### config.mk
export PLATFORM = sky130hd
export DESIGN_NAME = ctl_sbank
export DESIGN_NICKNAME = d
export VERILOG_FILES = /design/src/rtl/ctl_sbank_pkg.sv /design/src/rtl/ctl_sbank_sync.sv /design/src/rtl/ctl_sbank_frame.sv /design/src/rtl/ctl_sbank_regs.sv /design/src/rtl/ctl_sbank.sv
export SDC_FILE = /design/constraint.sdc
export NUM_CORES = 1
export LEC_CHECK = 0
export BUFFER_PORTS_ARGS = -buffer_cell sky130_fd_sc_hd__buf_2
export CAP_MARGIN = 30
export CORE_MARGIN = 2
export CORE_UTILIZATION = 57
export CTS_CLUSTER_SIZE = 28
export DETAILED_ROUTE_END_ITERATION = 12
export PLACE_DENSITY_LB_ADDON = 0.08
export SLEW_MARGIN = 10
export SYNTH_ARGS = -nofsm -noshare
export SYNTH_HDL_FRONTEND = slang
export SYNTH_SLANG_ARGS = --single-unit
### constraint.sdc
create_clock -name clk -period 2.7 [get_ports clk]
set_input_delay 0.27 -clock clk [delete_from_list [all_inputs] [get_ports clk]]
set_output_delay 0.27 -clock clk [all_outputs]
set_load 0.03 [all_outputs]
### src/rtl/ctl_sbank_pkg.sv
`timescale 1ns/1ps
package ctl_sbank_pkg;
  localparam int WORD_W = 16;
  localparam int ADDR_W = 8;
  localparam int DATA_W = WORD_W - ADDR_W;
  localparam int N_REGS = 8;
  localparam int RAW_W  = N_REGS * DATA_W;

  // address pattern carried in the low byte, per register index
  function automatic logic [ADDR_W-1:0] reg_pat(input int idx);
    case (idx)
      0:       reg_pat = 8'hDA;
      1:       reg_pat = 8'hDF;
      2:       reg_pat = 8'hDD;
      3:       reg_pat = 8'hD8;
      4:       reg_pat = 8'hD9;
      5:       reg_pat = 8'hDB;
      6:       reg_pat = 8'hDC;
      default: reg_pat = 8'hDE;
    endcase
  endfunction

  // power-up content of each register byte
  function automatic logic [DATA_W-1:0] dflt_byte(input int idx);
    case (idx)
      0:       dflt_byte = 8'h80;  // gain source from pins
      2:       dflt_byte = 8'hCF;  // prescaler on, modulus 79
      3:       dflt_byte = 8'h80;  // spectral inversion on
      6:       dflt_byte = 8'hB0;  // xo low power, fraction 48
      7:       dflt_byte = 8'h50;  // divider 10, low field 0
      default: dflt_byte = 8'h00;
    endcase
  endfunction

  function automatic logic [RAW_W-1:0] dflt_all();
    logic [RAW_W-1:0] r;
    r = '0;
    for (int i = 0; i < N_REGS; i++) r[i*DATA_W +: DATA_W] = dflt_byte(i);
    return r;
  endfunction
endpackage

### src/rtl/ctl_sbank_sync.sv
`timescale 1ns/1ps
module ctl_sbank_sync #(
  parameter int               N_SIG   = 4,
  parameter int               STAGES  = 2,
  parameter logic [N_SIG-1:0] RST_VAL = '0
) (
  input  logic             clk,
  input  logic             rst_n,
  input  logic [N_SIG-1:0] d,
  output logic [N_SIG-1:0] q
);
  logic [N_SIG-1:0] stg [STAGES];

  genvar s;
  generate
    for (s = 0; s < STAGES; s++) begin : g_stage
      logic [N_SIG-1:0] src;
      if (s == 0) begin : g_first
        assign src = d;
      end else begin : g_next
        assign src = stg[s-1];
      end
      always_ff @(posedge clk or negedge rst_n) begin
        if (!rst_n) stg[s] <= RST_VAL;
        else        stg[s] <= src;
      end
    end
  endgenerate

  assign q = stg[STAGES-1];
endmodule

### src/rtl/ctl_sbank_frame.sv
`timescale 1ns/1ps
module ctl_sbank_frame
  import ctl_sbank_pkg::*;
#(
  parameter int WAKE_CYCLES = 63
) (
  input  logic              clk,
  input  logic              rst_n,
  input  logic              pe_s,
  input  logic              ld_s,
  input  logic              sclk_s,
  input  logic              sdat_s,
  output logic              ready,
  output logic              commit,
  output logic [WORD_W-1:0] word
);
  localparam int CNT_W  = $clog2(WORD_W + 2);
  localparam int WAKE_W = $clog2(WAKE_CYCLES + 1);
  localparam logic [CNT_W-1:0]  CNT_FULL = CNT_W'(WORD_W);
  localparam logic [CNT_W-1:0]  CNT_SAT  = CNT_W'(WORD_W + 1);
  localparam logic [WAKE_W-1:0] WAKE_END = WAKE_W'(WAKE_CYCLES);

  logic              sclk_q, ld_q;
  logic [WORD_W-1:0] sh_q, sh_d;
  logic [CNT_W-1:0]  cnt_q, cnt_d;
  logic [WAKE_W-1:0] wcnt_q, wcnt_d;
  logic              commit_q, commit_d;
  logic [WORD_W-1:0] word_q;
  logic              clk_rise, ld_rise, ld_fall, shift_en;

  assign clk_rise = sclk_s & ~sclk_q;
  assign ld_rise  = ld_s & ~ld_q;
  assign ld_fall  = ~ld_s & ld_q;
  assign ready    = pe_s && (wcnt_q == WAKE_END);
  assign shift_en = ready && clk_rise && !ld_s;

  always_comb begin
    wcnt_d = wcnt_q;
    if (!pe_s)                  wcnt_d = '0;
    else if (wcnt_q != WAKE_END) wcnt_d = wcnt_q + 1'b1;

    cnt_d = cnt_q;
    if (!ready || ld_fall)                cnt_d = '0;
    else if (shift_en && cnt_q != CNT_SAT) cnt_d = cnt_q + 1'b1;

    sh_d = shift_en ? {sh_q[WORD_W-2:0], sdat_s} : sh_q;
    commit_d = ready && ld_rise && (cnt_q == CNT_FULL);
  end

  always_ff @(posedge clk or negedge rst_n) begin
    if (!rst_n) begin
      sclk_q   <= 1'b0;
      ld_q     <= 1'b1;
      sh_q     <= '0;
      cnt_q    <= '0;
      wcnt_q   <= '0;
      commit_q <= 1'b0;
      word_q   <= '0;
    end else begin
      sclk_q   <= sclk_s;
      ld_q     <= ld_s;
      sh_q     <= sh_d;
      cnt_q    <= cnt_d;
      wcnt_q   <= wcnt_d;
      commit_q <= commit_d;
      if (commit_d) word_q <= sh_q;
    end
  end

  assign commit = commit_q;
  assign word   = word_q;
endmodule

### src/rtl/ctl_sbank_regs.sv
`timescale 1ns/1ps
module ctl_sbank_regs
  import ctl_sbank_pkg::*;
(
  input  logic              clk,
  input  logic              rst_n,
  input  logic              pe_s,
  input  logic              commit,
  input  logic [WORD_W-1:0] word,
  output logic [RAW_W-1:0]  raw,
  output logic [N_REGS-1:0] hit
);
  genvar g;
  generate
    for (g = 0; g < N_REGS; g++) begin : g_reg
      logic [DATA_W-1:0] q_r, d_r;
      assign hit[g] = commit && (word[ADDR_W-1:0] == reg_pat(g));
      always_comb begin
        if (!pe_s)       d_r = dflt_byte(g);
        else if (hit[g]) d_r = word[WORD_W-1:ADDR_W];
        else             d_r = q_r;
      end
      always_ff @(posedge clk or negedge rst_n) begin
        if (!rst_n) q_r <= dflt_byte(g);
        else        q_r <= d_r;
      end
      assign raw[g*DATA_W +: DATA_W] = q_r;
    end
  endgenerate
endmodule

### src/rtl/ctl_sbank.sv
`timescale 1ns/1ps
module ctl_sbank
  import ctl_sbank_pkg::*;
#(
  parameter int SYNC_STAGES = 2,
  parameter int WAKE_CYCLES = 63
) (
  input  logic       clk,
  input  logic       rst_n,
  input  logic       pwr_en,
  input  logic       ser_clk,
  input  logic       ser_dat,
  input  logic       ser_ld,
  output logic [1:0] pwr_state,
  output logic       band_a,
  output logic       gain_pin_sel,
  output logic       tx_hilin,
  output logic       ref_sel,
  output logic       frac_if_en,
  output logic       cp_cont,
  output logic [4:0] tx_gain,
  output logic       ref_prediv,
  output logic [6:0] rf_mod,
  output logic       spec_inv,
  output logic [6:0] if_frac,
  output logic       ref_mode,
  output logic [6:0] if_mod,
  output logic [4:0] if_div_hi,
  output logic [2:0] if_div_lo,
  output logic       xo_lowpwr,
  output logic [6:0] rf_frac,
  output logic [4:0] rf_div_hi,
  output logic [2:0] rf_div_lo
);
  logic [3:0]        sync_q;
  logic              pe_s, ld_s, sclk_s, sdat_s;
  logic              ready, commit;
  logic [WORD_W-1:0] word;
  logic [RAW_W-1:0]  raw_all;
  logic [N_REGS-1:0] hit;

  ctl_sbank_sync #(.N_SIG(4), .STAGES(SYNC_STAGES), .RST_VAL(4'b0100)) u_sync (
    .clk(clk), .rst_n(rst_n),
    .d({pwr_en, ser_ld, ser_clk, ser_dat}),
    .q(sync_q)
  );
  assign {pe_s, ld_s, sclk_s, sdat_s} = sync_q;

  ctl_sbank_frame #(.WAKE_CYCLES(WAKE_CYCLES)) u_frame (
    .clk(clk), .rst_n(rst_n), .pe_s(pe_s), .ld_s(ld_s),
    .sclk_s(sclk_s), .sdat_s(sdat_s),
    .ready(ready), .commit(commit), .word(word)
  );

  ctl_sbank_regs u_regs (
    .clk(clk), .rst_n(rst_n), .pe_s(pe_s), .commit(commit),
    .word(word), .raw(raw_all), .hit(hit)
  );

  // field decode, register index n at raw_all[n*8 +: 8]
  assign gain_pin_sel = raw_all[7];
  assign tx_hilin     = raw_all[6];
  assign ref_sel      = raw_all[5];
  assign frac_if_en   = raw_all[4];
  assign band_a       = raw_all[2];
  assign pwr_state    = raw_all[1:0];
  assign cp_cont      = raw_all[15];
  assign tx_gain      = raw_all[14:10];
  assign ref_prediv   = raw_all[23];
  assign rf_mod       = raw_all[22:16];
  assign spec_inv     = raw_all[31];
  assign if_frac      = raw_all[30:24];
  assign ref_mode     = raw_all[39];
  assign if_mod       = raw_all[38:32];
  assign if_div_hi    = raw_all[47:43];
  assign if_div_lo    = raw_all[42:40];
  assign xo_lowpwr    = raw_all[55];
  assign rf_frac      = raw_all[54:48];
  assign rf_div_hi    = raw_all[63:59];
  assign rf_div_lo    = raw_all[58:56];
endmodule

======== Word-level counts from Yosys, hierarchy flattened ========
Cells that the tools add are included.
word-level totals
  bits in registers ....................... 118
  bits of input ports ..................... 6
operators by class
  equal/unequal tests ..................... 21
  multiplexer cells ....................... 20
  reduce and logical (&&, ||, !) cells .... 18
  add/subtract/negate cells ............... 2
  bitwise gates (word level) .............. 6
operators by type and width
  kind                                                              count
  8-bit 2-to-1 mux                                                  16
  8-bit == test (second input constant)                             8
  2-bit != test (second input constant)                             8
  1-bit logical AND                                                 14
  6-bit 2-to-1 mux                                                  2
  5-bit 2-to-1 mux                                                  2
  6-bit by 1-bit adder with 6-bit output (second input constant)    1
  6-bit == test (second input constant)                             1
  6-bit != test (second input constant)                             1
  5-bit by 1-bit adder with 5-bit output (second input constant)    1
  5-bit == test (second input constant)                             1
  5-bit != test (second input constant)                             1
  1-bit AND                                                         3
  1-bit inverter                                                    3
  1-bit logical NOT                                                 2
  2-bit by 1-bit != test with 1-bit output (second input constant)  1
  2-bit nonzero test                                                1
  1-bit logical OR                                                  1

======== Depth between registers and ports, before layout ========
Gate-level depths: netlist of run 1.
  depth after elaboration ................. 7
  depth in mapped cells ................... 6
  mapped depth without buffers ............ 5

======== Hierarchy ========
Synthesis of run 1 repeated with hierarchy kept, for this count alone.
second synthesis, totals
  cell total of the unflattened synthesis .. 383
  area total of the unflattened synthesis .. 4,957.3 um^2
by module, submodules not included
  module           area an instance (um^2)  cells an instance  times used  seq. area each (um^2)
  ctl_sbank_regs   2,798.9                  241                1           1,617.8
  ctl_sbank_frame  1,955.6                  134                1           1,152.4
  ctl_sbank_sync   202.7                    8                  1           202.7

======== Worst setup path after synthesis of run 1 ========
Ideal clock, no wire load.
  path type ............................... reg-to-reg
  start ................................... register u_sync.stg, in the netlist u_sync.q[2]
  end ..................................... register u_frame.word_q[1] (netlist: u_frame.word[1])
  library setup time ...................... 125 ps
  slack ................................... 621 ps
  cell stages (with the launch flop) ...... 5
  clock period less this slack ............ 2,079 ps
  data arrival time ....................... 1,954 ps
  path through ............................ dfstp_2 -> or4b_4 -> nor4_4 -> buf_6 -> mux2_2
between the ends
  longest elaborated chain between the ends .. 3
RTL lines
  item                              RTL line               text
  start: declaration                ctl_sbank_sync.sv:12   logic [N_SIG-1:0] stg [STAGES];
  start signal: indexed assignment  ctl_sbank_sync.sv:25   else stg[s] <= src;
  1-bit AND                         ctl_sbank_frame.sv:32  assign ld_rise = ld_s & ~ld_q;
  1-bit logical AND (2 in a row)    ctl_sbank_frame.sv:47  commit_d = ready && ld_rise && (cnt_q == CNT_FULL);
  via u_frame.commit_d              ctl_sbank_frame.sv:27  logic commit_q, commit_d;
  end signal: assignment            ctl_sbank_frame.sv:66  if (commit_d) word_q <= sh_q;
  end: declaration                  ctl_sbank_frame.sv:28  logic [WORD_W-1:0] word_q;
The timed path passes the listed nets, and every way through them passes these cells.
A chain may end at the register's enable or synchronous reset.

======== Worst setup path in the final report of run 1 ========
  start ................................... register u_frame.word_q[5] (netlist: u_frame.word[5])
  end ..................................... register u_regs.g_reg[0].q_r[6]
between the ends
  longest elaborated chain between the ends .. 3
RTL lines
  item                            RTL line              text
  8-bit == test                   ctl_sbank_regs.sv:17  assign hit[g] = commit && (word[ADDR_W-1:0] == reg_pat(g));
  1-bit logical AND               ctl_sbank_regs.sv:17
  2-bit != test (no source line)  -
  end signal: assignment          ctl_sbank_regs.sv:24  if (!rst_n) q_r <= dflt_byte(g);
  end signal: assignment          ctl_sbank_regs.sv:25  else q_r <= d_r;
  end: declaration                ctl_sbank_regs.sv:16  logic [DATA_W-1:0] q_r, d_r;
No other way between the ends.

==> impl_metrics.env, run 1 <==
export IMPL_grt_first_pass_wirelength_um=16200
export IMPL_vias_per_cell=5.45
export IMPL_fp_row_count=33
export IMPL_powerDensity_mw_per_mm2=679
export IMPL_clock_sinks=115
export IMPL_grt_pass1_vias=3139
export IMPL_die_area_mm2=0.00914
export IMPL_cp_data_required_time_ns=3.07
export IMPL_worst_pin_slew_ns=0.784
export IMPL_vias=3116
export IMPL_clk_path_buf_depth=2
export IMPL_path_cells="nand4b_1 > or4_1 > mux2i_1"
export IMPL_num_antenna_cells=0
export IMPL_period_minus_slack_ns=2.03
export IMPL_fp_dieH_um=95.6
export IMPL_slew_viol_final=0
export IMPL_fin_skew_ns=0.0174
export IMPL_critPathKind="reg2reg"
export IMPL_drc=0
export IMPL_die_x_um=95.6
export IMPL_drt_iter0_drc=171
export IMPL_antenna_found_initial=0
export IMPL_status="finished, final reports clean"
export IMPL_fin_nets=464
export IMPL_dp_slack_ns=0.686
export IMPL_track_usage=0.238
export IMPL_syn_inst=371
export IMPL_crit_arrival_ns=2.41
export IMPL_cts_setup_buffers=0
export IMPL_finalHoldViolations=0
export IMPL_place_congestion=0.811
export IMPL_cts_clk_slew_worst_paths_ns=0.06
export IMPL_avgRoutedWirePerCell_um=17.5
export IMPL_finalWorstSetupSlack_ns=0.666
export IMPL_critPathSlowestCell="or4_1"
export IMPL_grt_max_degree=84
export IMPL_r2r_start="u_frame.word[5]$_DFFE_PN0P_"
export IMPL_cts_buffers=17
export IMPL_detailed_place_hpwl_um=6260
export IMPL_reg2regPathDepth=3
export IMPL_ys_seq_area_frac=0.606
export IMPL_leakagePower_nw=2.87
export IMPL_drive_gt1_frac=0.358
export IMPL_synth_distinct_cells=41
export IMPL_reg2reg_slack_ns=0.67
export IMPL_maxCapViolations=0
export IMPL_async_reset_ff_frac=1.00
export IMPL_holdWs_ns=0.246
export IMPL_ant_nets=0
export IMPL_finalSetupViolCount=0
export IMPL_period_share=0.753
export IMPL_routed_wl_um=10000
export IMPL_grt_overflow=0
export IMPL_first_pass_iters=4
export IMPL_finalPower_mw=4.01
export IMPL_synth_most_common_cell="dfrtp_1"
export IMPL_h_tree_depth=4
export IMPL_timing_critical_path_to="u_regs.g_reg[0].q_r[6]$_DFFE_PN0P_"
export IMPL_cts_tree="built"
export IMPL_relSlewSlack=0.477
export IMPL_yosysTopAreaCell="dfrtp_1"
export IMPL_worstReg2RegEnd="u_regs.g_reg[0].q_r[6]$_DFFE_PN0P_"
export IMPL_ys_flop_type="dfrtp_1"
export IMPL_critPathLaunch="u_frame.word[5]$_DFFE_PN0P_"
export IMPL_worstHoldPathType="in2async"
export IMPL_num_io_pins=67
export IMPL_insertion_delay_ns=0.51
export IMPL_start_util=0.585
export IMPL_critPathMaxFanout=9
export IMPL_fmax_ghz=0.492
export IMPL_synth_edf_count=0
export IMPL_cts_resized=0
export IMPL_rsz0062_at_grt="false"
export IMPL_fillers=569
export IMPL_port_buffers=66
export IMPL_synthesis_nets=381
export IMPL_yosysTopAreaCellShare=0.518
export IMPL_area_delta_synth_final_pct=23.5
export IMPL_synth_area_mm2=0.00478
export IMPL_syn_area_per_cell_um2=12.9
export IMPL_cp_start_kind="register"
export IMPL_root_buffer="clkbuf_8"
export IMPL_fin_tns_setup_ns=0
export IMPL_crit_path_max_incr_delay_ns=0.85
export IMPL_synthTopCellsByArea="dfrtp_1, mux2i_1, dfstp_2"
export IMPL_cp_end_kind="register"
export IMPL_synth_seq_cells=115
export IMPL_fp_coreArea_mm2=0.00818
export IMPL_synthTopCellsByCount="dfrtp_1, nand2_1, mux2i_1"
export IMPL_ys_warnings_count=0
export IMPL_irDropWorstVdd_mv=0.519
[registers in the layout, summed over array words and instances, names as in the netlist]
signal and count:
u_frame.commit 1, u_frame.word 16, u_sync.g_stage.src 4, u_regs.g.q_r 61, u_frame.sh_q 16, u_sync.q 4
u_frame.cnt_q 5, u_frame.wcnt_q 6, u_frame.ld_q 1, u_frame.sclk_q 1
[worst min path at each step]
| stage | to | slack, ns | depth (start not counted) | from |
|---|---|---|---|---|
| 2_1_floorplan | u_frame.cnt_q[0]$_DFFE_PN0P_ | -0.03 | 0 | rst_n |
| 3_3_place_gp | u_frame.wcnt_q[5]$_DFFE_PN0P_ | 0.25 | 1 | rst_n |
| 3_5_place_dp | u_frame.wcnt_q[4]$_DFFE_PN0P_ | 0.25 | 1 | rst_n |
| 4_1_cts | u_frame.wcnt_q[4]$_DFFE_PN0P_ | 0.25 | 2 | rst_n |
| 5_1_grt | u_frame.wcnt_q[0]$_DFFE_PN0P_ | 0.29 | 2 | rst_n |
| 6_report | u_frame.wcnt_q[4]$_DFFE_PN0P_ | 0.25 | 2 | rst_n |
[cell type report]
cell class | instances | area (um^2) | area share
timing repair buffer | 80 | 463 | 0.0784
multi-input combinational | 236 | 1810 | 0.306
inverter | 4 | 15.0 | 0.00254
clock inverter | 9 | 103 | 0.0174
sequential | 115 | 2900 | 0.491
clock buffer | 23 | 487 | 0.0824
tap | 105 | 131 | 0.0222
[power by group]
group | internal, mW | total [mW] | leakage [nW] | switching, mW
registers | 1.74 | 1.75 | 1.53 | 0.00841
clock network | 1.43 | 2.17 | 0.286 | 0.747
logic | 0.0264 | 0.0869 | 1.05 | 0.0605
total | 3.19 | 4.01 | 2.87 | 0.816
[metrics by stage]
stage                     cells  utilization  area, um^2
after CTS                   572        0.722        5910
after detailed placement    535        0.644        5270
after global routing        572        0.722        5910
final                       572        0.722        5910
after floorplan             371            -        4780
after global placement      535        0.644        5270
[layer usage]
| metal | global-route usage | vias up | part of all wire |
|---|---|---|---|
| met5 | 0 | - | 0 |
| met4 | 0.0857 | 0 | 0.010 |
| met3 | 0.0569 | 9 | 0.037 |
| met2 | 0.371 | 68 | 0.48 |
| met1 | 0.328 | 1584 | 0.47 |
| li1 | - | 1455 | - |
[worst max-delay path, delay by kind of cell, from the launching register on]
family,cells,cell delay (ns)
DFF,1,0.37
muxes,1,0.20
and+or+nand+nor,2,1.33
[cells by family (layout without fill, tap and decap cells)]
logic type      Yosys count  in the layout  synth area share
fa+ha+maj                 4              4            0.0105
xor+xnor                  2              2           0.00366
simple gates            120            120             0.137
buf+inv                  20            116            0.0186
mux                      92             92             0.201
compound gates           18             18            0.0235
flops                   115            115             0.606
[cell usage in the layout (no fill, tap or decap), drive strengths merged, types with 6 or more instances in the layout]
| cell | n |
|---|---|
| mux2 | 32 |
| buf | 75 |
| o21ai | 6 |
| mux2i | 60 |
| dfrtp | 99 |
| dfstp | 16 |
| nand3 | 10 |
| clkbuf | 23 |
| nand2 | 61 |
| nor2b | 19 |
[what timing repair did]
item / in CTS / in global routing
setup endpoints to repair: 0 / 0
endpoints found under the hold margin: 36 / 0
hold buffers: 5 / 0
Power figures use the tool's default switching activity.
==> run 2, diff against run 1 <==
- clock period: 2.7 -> 2.1 ns (I/O delays scaled with it)
==> impl_metrics.env, run 2 (synthesis results as in run 1) <==
export IMPL_fmax_ghz=0.505
export IMPL_period_minus_slack_ns=1.98
export IMPL_grt_overflow=0
export IMPL_mostFrequentLayoutCell="dfrtp_1"
export IMPL_area_delta_synth_final_pct=24.4
export IMPL_p_switching_mw=1.04
export IMPL_num_io_pins=67
export IMPL_insertion_delay_ns=0.50
export IMPL_fp_coreArea_mm2=0.00818
export IMPL_powerDensity_mw_per_mm2=853
export IMPL_critPathMaxFanout=17
export IMPL_vias=3101
export IMPL_start_util=0.585
export IMPL_fin_nets=468
export IMPL_slew_viol_final=0
export IMPL_num_antenna_cells=0
export IMPL_finalSetupViolCount=0
export IMPL_irDropWorstVdd_mv=0.550
export IMPL_cts_buffers=17
export IMPL_drive_gt1_frac=0.362
export IMPL_routed_wl_um=9740
export IMPL_first_pass_iters=4
export IMPL_die_x_um=95.6
export IMPL_leakagePower_nw=2.89
export IMPL_clk_path_buf_depth=2
export IMPL_worstReg2RegEnd="u_frame.word[15]$_DFFE_PN0P_"
export IMPL_final_cell_mix="dfrtp_1, buf_2, nand2_1, mux2i_1, mux2_2"
export IMPL_crit_arrival_ns=2.37
export IMPL_fin_skew_ns=0.00863
export IMPL_vias_per_cell=5.39
export IMPL_status="finished, final reports clean"
export IMPL_worstHoldPathType="in2async"
export IMPL_relSlewSlack=0.662
export IMPL_root_buffer="clkbuf_8"
export IMPL_largest_register_ffs=61
export IMPL_grt_pass1_vias=3100
export IMPL_internal_power_mw=4.04
export IMPL_clock_sinks=115
export IMPL_timing_critical_path_to="u_frame.word[15]$_DFFE_PN0P_"
export IMPL_drt_iter0_drc=141
export IMPL_cp_end_kind="register"
export IMPL_maxCapViolations=0
export IMPL_worst_pin_slew_ns=0.507
export IMPL_cp_data_required_time_ns=2.49
export IMPL_h_tree_depth=4
export IMPL_swShare=0.205
export IMPL_cts_resized=0
export IMPL_die_area_mm2=0.00914
export IMPL_power_frac_comb=0.023
export IMPL_fin_tns_setup_ns=0
export IMPL_period_share=0.943
export IMPL_critPathKind="reg2reg"
export IMPL_reg2reg_slack_ns=0.12
export IMPL_track_usage=0.232
export IMPL_fp_row_count=33
export IMPL_fillers=578
export IMPL_detailed_place_hpwl_um=6210
export IMPL_cts_tree="built"
export IMPL_ant_nets=0
export IMPL_r2r_start="u_sync.q[2]$_DFF_PN1_"
export IMPL_top_register="u_regs.g.q_r"
export IMPL_fp_dieH_um=95.6
export IMPL_drc=0
export IMPL_avgRoutedWirePerCell_um=16.9
export IMPL_holdWs_ns=0.209
export IMPL_grt_first_pass_wirelength_um=15700
export IMPL_critPathLaunch="u_sync.q[2]$_DFF_PN1_"
export IMPL_cp_start_kind="register"
export IMPL_finalHoldViolations=0
export IMPL_cts_clk_slew_worst_paths_ns=0.05
export IMPL_p_seq_frac=0.443
export IMPL_place_congestion=0.801
export IMPL_port_buffers=66
export IMPL_antenna_found_initial=0
export IMPL_power_frac_clock=0.534
export IMPL_rsz0062_at_grt="false"
export IMPL_reg2regPathDepth=4
export IMPL_grt_max_degree=84
## run 2: per-layer routing
| layer | wire length (um) | vias to the layer above | track usage |
|---|---|---|---|
| li1 | - | 1455 | - |
| met1 | 4470 | 1574 | 0.321 |
| met2 | 4760 | 68 | 0.353 |
| met3 | 455 | 4 | 0.0727 |
| met4 | 55 | 0 | 0.0690 |
| met5 | 0 | - | 0 |
## run 2: worst min-delay path by stage
stage | slack [ns] | cells past startpoint | to
6_report | 0.21 | 2 | u_frame.cnt_q[0]$_DFFE_PN0P_
3_3_place_gp | 0.19 | 1 | u_frame.cnt_q[0]$_DFFE_PN0P_
5_1_grt | 0.25 | 2 | u_frame.cnt_q[3]$_DFFE_PN0P_
2_1_floorplan | -0.09 | 0 | u_frame.cnt_q[0]$_DFFE_PN0P_
4_1_cts | 0.20 | 2 | u_frame.cnt_q[0]$_DFFE_PN0P_
3_5_place_dp | 0.20 | 1 | u_frame.cnt_q[0]$_DFFE_PN0P_
## run 2: layout make-up
cell class	instances	area, um^2	share of cell area
flip-flops and latches	115	2900	0.487
multi-input cells	236	1810	0.304
repair buffers	84	531	0.0892
clock buffers	21	459	0.0772
well taps	105	131	0.0221
clock inverters	10	108	0.0181
inverters	4	15.0	0.00252
## run 2: power groups by stage
stage	registers [mW]	logic, mW	clock network (mW)
2_1_floorplan	2.28	0.0429	0
3_3_place_gp	2.28	0.109	0
3_5_place_dp	2.28	0.113	0
4_1_cts	2.25	0.121	2.76
5_1_grt	2.25	0.134	2.86
6_report	2.25	0.117	2.71
## run 2: timing repair
action | 4_1_cts | 5_1_grt
endpoints found under the hold margin | 37 | 0
hold buffers | 5 | 0
buffers inserted | 0 | 0
## run 2: metrics by stage
stage          cell area [um^2]  worst slack, ns  instances   util  total power [mW]
3_5_place_dp               5330            0.122        539  0.652              2.40
4_1_cts                    5950            0.108        575  0.728              5.12
2_1_floorplan              4780           0.0215        371      -              2.32
5_1_grt                    5950           0.0550        575  0.728              5.24
3_3_place_gp               5330            0.141        539  0.652              2.39
6_report                   5950            0.120        575  0.728              5.08
## run 2: worst max-delay path: stages (launching register included)
cell and delay [ns]:
dfstp_2 0.55, or4b_4 0.47, nor4_4 0.29, buf_12 0.20, mux2_2 0.34
